===== src/rtl/cas_seq_pkg.sv =====
`timescale 1ns/1ps
package cas_seq_pkg;
  localparam int unsigned CAS_CNT_W = 3;

  typedef enum logic {
    ST_IDLE = 1'b0,
    ST_RUN  = 1'b1
  } cas_state_e;
endpackage


===== src/rtl/cas_pick.sv =====
`timescale 1ns/1ps
// lowest set request wins
module cas_pick #(
  parameter int unsigned N_CH = 6,
  localparam int unsigned IDX_W = (N_CH > 1) ? $clog2(N_CH) : 1
) (
  input  logic [N_CH-1:0]  req_i,
  output logic             vld_o,
  output logic [IDX_W-1:0] idx_o
);
  always_comb begin
    vld_o = 1'b0;
    idx_o = '0;
    for (int i = N_CH - 1; i >= 0; i--) begin
      if (req_i[i]) begin
        vld_o = 1'b1;
        idx_o = IDX_W'(i);
      end
    end
  end
endmodule


===== src/rtl/cas_cfg.sv =====
`timescale 1ns/1ps
// active config; writes during a frame are parked until done_i
module cas_cfg #(
  parameter int unsigned CNT_W = 3,
  parameter int unsigned N_CH  = 6
) (
  input  logic             clk_i,
  input  logic             rst_ni,
  input  logic             we_i,
  input  logic [CNT_W-1:0] cnt_i,
  input  logic [N_CH-1:0]  mask_i,
  input  logic             busy_i,
  input  logic             done_i,
  output logic [CNT_W-1:0] cnt_o,
  output logic [N_CH-1:0]  mask_o
);
  logic [CNT_W-1:0] cnt_q, pend_cnt_q;
  logic [N_CH-1:0]  mask_q, pend_mask_q;
  logic             pend_vld_q;

  always_ff @(posedge clk_i or negedge rst_ni) begin
    if (!rst_ni) begin
      cnt_q       <= '0;
      mask_q      <= '1;
      pend_cnt_q  <= '0;
      pend_mask_q <= '0;
      pend_vld_q  <= 1'b0;
    end else if (we_i && (!busy_i || done_i)) begin
      cnt_q      <= cnt_i;
      mask_q     <= mask_i;
      pend_vld_q <= 1'b0;
    end else if (done_i && pend_vld_q) begin
      cnt_q      <= pend_cnt_q;
      mask_q     <= pend_mask_q;
      pend_vld_q <= 1'b0;
    end else if (we_i) begin
      pend_cnt_q  <= cnt_i;
      pend_mask_q <= mask_i;
      pend_vld_q  <= 1'b1;
    end
  end

  assign cnt_o  = cnt_q;
  assign mask_o = mask_q;
endmodule


===== src/rtl/cas_rx.sv =====
`timescale 1ns/1ps
// upstream word capture, qualified by the input frame sync
module cas_rx #(
  parameter int unsigned WORD_W = 16,
  localparam int unsigned CNT_W = $clog2(WORD_W)
) (
  input  logic              clk_i,
  input  logic              rst_ni,
  input  logic              sdi_i,
  input  logic              sfs_i,
  output logic [WORD_W-1:0] word_o
);
  logic [CNT_W-1:0]  cnt_q;
  logic [WORD_W-1:0] sr_q, word_q;

  always_ff @(posedge clk_i or negedge rst_ni) begin
    if (!rst_ni) begin
      cnt_q  <= '0;
      sr_q   <= '0;
      word_q <= '0;
    end else begin
      if (sfs_i || cnt_q != '0) sr_q <= {sr_q[WORD_W-2:0], sdi_i};
      if (sfs_i) begin
        cnt_q <= CNT_W'(1);
      end else if (cnt_q == CNT_W'(WORD_W - 1)) begin
        cnt_q  <= '0;
        word_q <= {sr_q[WORD_W-2:0], sdi_i};
      end else if (cnt_q != '0) begin
        cnt_q <= cnt_q + CNT_W'(1);
      end
    end
  end

  assign word_o = word_q;
endmodule


===== src/rtl/cas_out_seq.sv =====
`timescale 1ns/1ps
module cas_out_seq
  import cas_seq_pkg::*;
#(
  parameter int unsigned WORD_W = 16,
  parameter int unsigned N_CH   = 6,
  parameter int unsigned CNT_W  = CAS_CNT_W
) (
  input  logic                   clk_i,
  input  logic                   rst_ni,
  input  logic                   cfg_we_i,
  input  logic [CNT_W-1:0]       cfg_count_i,
  input  logic [N_CH-1:0]        cfg_mask_i,
  input  logic                   frame_start_i,
  input  logic [N_CH*WORD_W-1:0] res_data_i,
  input  logic                   ser_d_i,
  input  logic                   ser_fs_i,
  output logic                   ser_d_o,
  output logic                   ser_fs_o
);
  localparam int unsigned IDX_W = (N_CH > 1) ? $clog2(N_CH) : 1;
  localparam int unsigned BIT_W = $clog2(WORD_W + 1);
  localparam int unsigned BUF_W = N_CH * WORD_W;

  cas_state_e        state_q;
  logic [BIT_W-1:0]  bit_q;
  logic [CNT_W-1:0]  slot_q;
  logic [IDX_W-1:0]  ch_q;
  logic [WORD_W-1:0] tx_sr_q;
  logic [BUF_W-1:0]  res_q;

  logic [CNT_W-1:0]  cnt_w;
  logic [N_CH-1:0]   mask_w, above_w;
  logic [WORD_W-1:0] rx_word_w, first_word_w, next_word_w;
  logic [IDX_W-1:0]  first_idx_w, next_idx_w;
  logic              first_vld_w, next_vld_w;
  logic              start_go_w, slot_end_w, chan_end_w, frame_done_w, run_w;

  assign run_w        = (state_q == ST_RUN);
  assign start_go_w   = !run_w && frame_start_i && first_vld_w;
  assign slot_end_w   = run_w && (bit_q == BIT_W'(WORD_W));
  assign chan_end_w   = slot_end_w && (slot_q == cnt_w);
  assign frame_done_w = chan_end_w && !next_vld_w;

  cas_cfg #(.CNT_W(CNT_W), .N_CH(N_CH)) i_cfg (
    .clk_i  (clk_i),
    .rst_ni (rst_ni),
    .we_i   (cfg_we_i),
    .cnt_i  (cfg_count_i),
    .mask_i (cfg_mask_i),
    .busy_i (run_w || start_go_w),
    .done_i (frame_done_w),
    .cnt_o  (cnt_w),
    .mask_o (mask_w)
  );

  cas_rx #(.WORD_W(WORD_W)) i_rx (
    .clk_i  (clk_i),
    .rst_ni (rst_ni),
    .sdi_i  (ser_d_i),
    .sfs_i  (ser_fs_i),
    .word_o (rx_word_w)
  );

  // channels strictly above the current one
  always_comb begin
    for (int i = 0; i < N_CH; i++) begin
      above_w[i] = mask_w[i] && (i > int'(ch_q));
    end
  end

  cas_pick #(.N_CH(N_CH)) i_pick_first (
    .req_i (mask_w),
    .vld_o (first_vld_w),
    .idx_o (first_idx_w)
  );

  cas_pick #(.N_CH(N_CH)) i_pick_next (
    .req_i (above_w),
    .vld_o (next_vld_w),
    .idx_o (next_idx_w)
  );

  assign first_word_w = res_data_i[int'(first_idx_w)*WORD_W +: WORD_W];
  assign next_word_w  = res_q[int'(next_idx_w)*WORD_W +: WORD_W];

  always_ff @(posedge clk_i or negedge rst_ni) begin
    if (!rst_ni) begin
      state_q <= ST_IDLE;
      bit_q   <= '0;
      slot_q  <= '0;
      ch_q    <= '0;
      tx_sr_q <= '0;
      res_q   <= '0;
    end else if (!run_w) begin
      if (start_go_w) begin
        state_q <= ST_RUN;
        bit_q   <= '0;
        slot_q  <= '0;
        ch_q    <= first_idx_w;
        tx_sr_q <= first_word_w;
        res_q   <= res_data_i;
      end
    end else if (!slot_end_w) begin
      bit_q   <= bit_q + BIT_W'(1);
      tx_sr_q <= {tx_sr_q[WORD_W-2:0], 1'b0};
    end else begin
      bit_q <= '0;
      if (!chan_end_w) begin
        slot_q  <= slot_q + CNT_W'(1);
        tx_sr_q <= rx_word_w;
      end else if (next_vld_w) begin
        slot_q  <= '0;
        ch_q    <= next_idx_w;
        tx_sr_q <= next_word_w;
      end else begin
        state_q <= ST_IDLE;
      end
    end
  end

  assign ser_fs_o = run_w && (bit_q == '0);
  assign ser_d_o  = run_w && !slot_end_w && tx_sr_q[WORD_W-1];
endmodule


===== config.mk =====
export PLATFORM = sky130hd
export DESIGN_NAME = cas_out_seq
export DESIGN_NICKNAME = d
export VERILOG_FILES = /design/src/rtl/cas_seq_pkg.sv /design/src/rtl/cas_pick.sv /design/src/rtl/cas_cfg.sv /design/src/rtl/cas_rx.sv /design/src/rtl/cas_out_seq.sv
export SDC_FILE = /design/constraint.sdc
export NUM_CORES = 1
export LEC_CHECK = 0
export BUFFER_PORTS_ARGS = -buffer_cell sky130_fd_sc_hd__buf_2
export CAP_MARGIN = 25
export CORE_MARGIN = 10
export CORE_UTILIZATION = 50
export DETAILED_ROUTE_END_ITERATION = 16
export GPL_ROUTABILITY_DRIVEN = 1
export HOLD_SLACK_MARGIN = 0.08
export PLACE_DENSITY_LB_ADDON = 0.15
export REMOVE_ABC_BUFFERS = 1
export SYNTH_ARGS = -nofsm -noshare
export SYNTH_HDL_FRONTEND = slang
export SYNTH_SLANG_ARGS = --single-unit

===== constraint.sdc =====
create_clock -name clk_i -period 6.6 [get_ports clk_i]
set_input_delay 1.98 -clock clk_i [delete_from_list [all_inputs] [get_ports clk_i]]
set_output_delay 1.98 -clock clk_i [all_outputs]
set_load 0.005 [all_outputs]

==> results.yml <==
die:
  dieWidth_um: 156
  core_area_um2: 18100
  ios: 113
  rows: 49
  fp.dieH_um: 156
  dieArea_um2: 24500
  initial_core_util_pct: 51.3
layout:
  nFillCells: 1568
  areaGrowthSynthToFinish_pct: 15.3
  final_cells: 1236
  drive_gt1_share_pct: 31.2
  nets: 1110
  stdcell_area_um2: 10700
  antenna_cells: 0
synthesis:
  synth_most_common_cell: "dfrtp_1"
  ys_ff_latch: 178
  syn_area_um2: 9300
  ys.flop_type: "dfrtp_1"
  async_flop_share_pct: 100
  ys_warn_count: 0
  synth_enable_flop_cells: 0
  avgSynthCellArea_um2: 10.3
  synthDominantCellAreaShare_pct: 46.3
  synth_cells: 904
  netlist-cell-type-count: 62
  synthTopCellsByCount: "dfrtp_1 (172), mux2_2 (129), nand2_1 (116), a21oi_1 (53), o21ai_0 (50)"
  synth_area_leaders: "dfrtp_1 (46%), mux2_2 (16%), nand2_1 (4.7%)"
  synth_top_area_cell: "dfrtp_1"
  ys_seq_area_share_pct: 48.0
critical_path:
  cp.arrival_ns: 2.12
  end_kind: "primary output"
  crit_fanout: 7
  critPathLaunchType: "flop"
  crit_required_ns: 4.62
  reg2reg_slack_ns: 3.16
  critical_path_class: "reg -> out"
sta:
  setup_violations: 0
  slew_headroom_pct: 30.3
  grt_setup_unrepaired: "false"
  max_freq_mhz: 244
  min_period_ns: 4.10
  fin_skew_ns: 0.0119
  hold_viol: 0
  slew_violations: 0
  tightest_slew_ns: 1.04
  fin_crit_sh_pct: 62.2
  layout_setup_ws_ns: 2.50
detailed_routing:
  drtIter0Drc: 674
  drc: 0
  wl_per_cell_um: 21.2
  drt_pass1_iterations: 5
  vias: 7453
  drtAntennaViolNets: 0
  top_layer: "met4"
  wl_met3_um: 1850
  wl_um: 26200
  via_per_inst: 6.03
  wl_met2_um: 12200
  wl_met1_um: 11600
clock_tree:
  htreeDepth: 4
  clk_latency_ns: 0.44
  cts_tree: "yes"
  path_clk_slew_ns: 0.06
  cts_root_buf: "clkbuf_16"
  ctsResizeCount: 0
  cts_made_buffers: 17
  cts_setup_buffers: 0
  cts.sinks: 178
  cts-hold-fix-buffers: 0
  cts_buffer_depth: 2
placed_design:
  place_hpwl_um: 17900
  placed_cells: 1201
  numPortBuffers: 112
  dpl_cell_area_um2: 10100
  place_congestion: 0.852
  place_ws_ns: 2.54
min_path:
  min_path_type: "reg -> reg"
grt:
  grt_max_degree: 105
  grt_overflow_total: 0
  grt_use_total_pct: 21.5
  antenna_found_initial: 0
  grt_pass1_wl_um: 41400
  grt_pass1_vias: 7482
flow_run:
  drv_cap: 0
power_and_ir_drop:
  peakVddDrop_mv: 0.225
  p_leak_nw: 4.94
  p_per_area_nw_per_um2: 376
run_status:
  status: "finished clean"
[where the power goes]
group,switching (mW),internal (mW),leakage [nW]
clock,0.457,0.575,0.281
sequential,0.190,1.32,2.22
combinational,0.920,0.571,2.44
total,1.57,2.46,4.94
[stage by stage]
step / power [mW] / hold WS (ns) / setup TNS [ns] / utilization, %
2_1_floorplan: 2.40 / 0.454 / -25.40 / -
3_3_place_gp: 2.96 / 0.475 / 0 / 55.4
3_5_place_dp: 2.99 / 0.482 / 0 / 55.6
4_1_cts: 4.02 / 0.499 / 0 / 58.9
5_1_grt: 4.28 / 0.516 / 0 / 59.1
6_report: 4.03 / 0.497 / 0 / 59.1
[state kept, by name, indices dropped and copies added (netlist names)]
| signal | cells |
|---|---|
| i_cfg.pend_mask_q | 6 |
| i_cfg.pend_vld_q | 1 |
| res_q | 96 |
| bit_q | 5 |
| tx_sr_q | 16 |
| i_cfg.mask_o | 6 |
| i_rx.sr_q | 15 |
| i_cfg.pend_cnt_q | 3 |
| slot_q | 3 |
| run_w | 1 |
| ch_q | 3 |
| i_cfg.cnt_o | 3 |
| i_rx.cnt_q | 4 |
| i_rx.word_o | 16 |
[critical path: stages (launching register included)]
cell	delay (ns)
dfrtp_1	0.40
inv_1	0.09
ha_1	0.16
nor4bb_1	0.38
clkbuf_2	0.26
nor2b_1	0.10
and2_1	0.18
buf_2	0.13
[metal layers]
metal	vias up	GRT usage [%]
li1	3448	-
met1	3721	28.8
met2	244	33.2
met3	40	5.51
met4	0	7.55
met5	-	0
[final timing paths]
path,from,endpoint,cells after the start
min,i_cfg.pend_cnt_q[1]$_DFFE_PN0P_,i_cfg.pend_cnt_q[1]$_DFFE_PN0P_,1
max,bit_q[0]$_DFFE_PN0P_,ser_d_o,7
min in group asynchronous,rst_ni,res_q[63]$_DFFE_PN0P_,1
min reg2reg,i_cfg.pend_cnt_q[1]$_DFFE_PN0P_,i_cfg.pend_cnt_q[1]$_DFFE_PN0P_,1
max in group asynchronous,rst_ni,res_q[69]$_DFFE_PN0P_,3
max reg2reg,bit_q[0]$_DFFE_PN0P_,i_cfg.pend_cnt_q[2]$_DFFE_PN0P_,10
[layout make-up]
type	instances	area, um^2	share of cell area [%]
Timing Repair Buffer	134	774	7.22
Inverter	9	33.8	0.315
Clock inverter	13	149	1.39
Sequential cell	178	4460	41.6
Multi-Input combinational cell	654	4570	42.7
Tap cell	229	287	2.67
Clock buffer	19	443	4.13
[cell usage in the layout (no fill, tap or decap), types with 8 or more instances in the layout]
cell	instances
o21bai_1	10
nand2_1	116
a21o_1	12
inv_1	8
a211oi_1	11
a311oi_1	10
mux2_2	129
o21ai_1	13
a31oi_1	24
and2_1	9
nor2_1	40
mux2_1	9
o21ai_0	50
buf_4	17
clkbuf_16	17
mux2i_1	22
dfrtp_1	172
o21a_1	10
buf_2	112
nor3_1	19
nor2b_1	10
a21oi_1	53
nand3_1	27
[logic make-up after synthesis]
family | synth area share [%]
AO/OA/AOI/OAI | 15.3
XOR/XNOR | 0.471
adder cells (fa/ha/maj) | 0.672
buffers and inverters | 3.50
flip-flops | 48.0
multiplexers | 19.1
AND/OR/NAND/NOR | 13.0
Note: power is estimated with default switching activity, not from simulation.
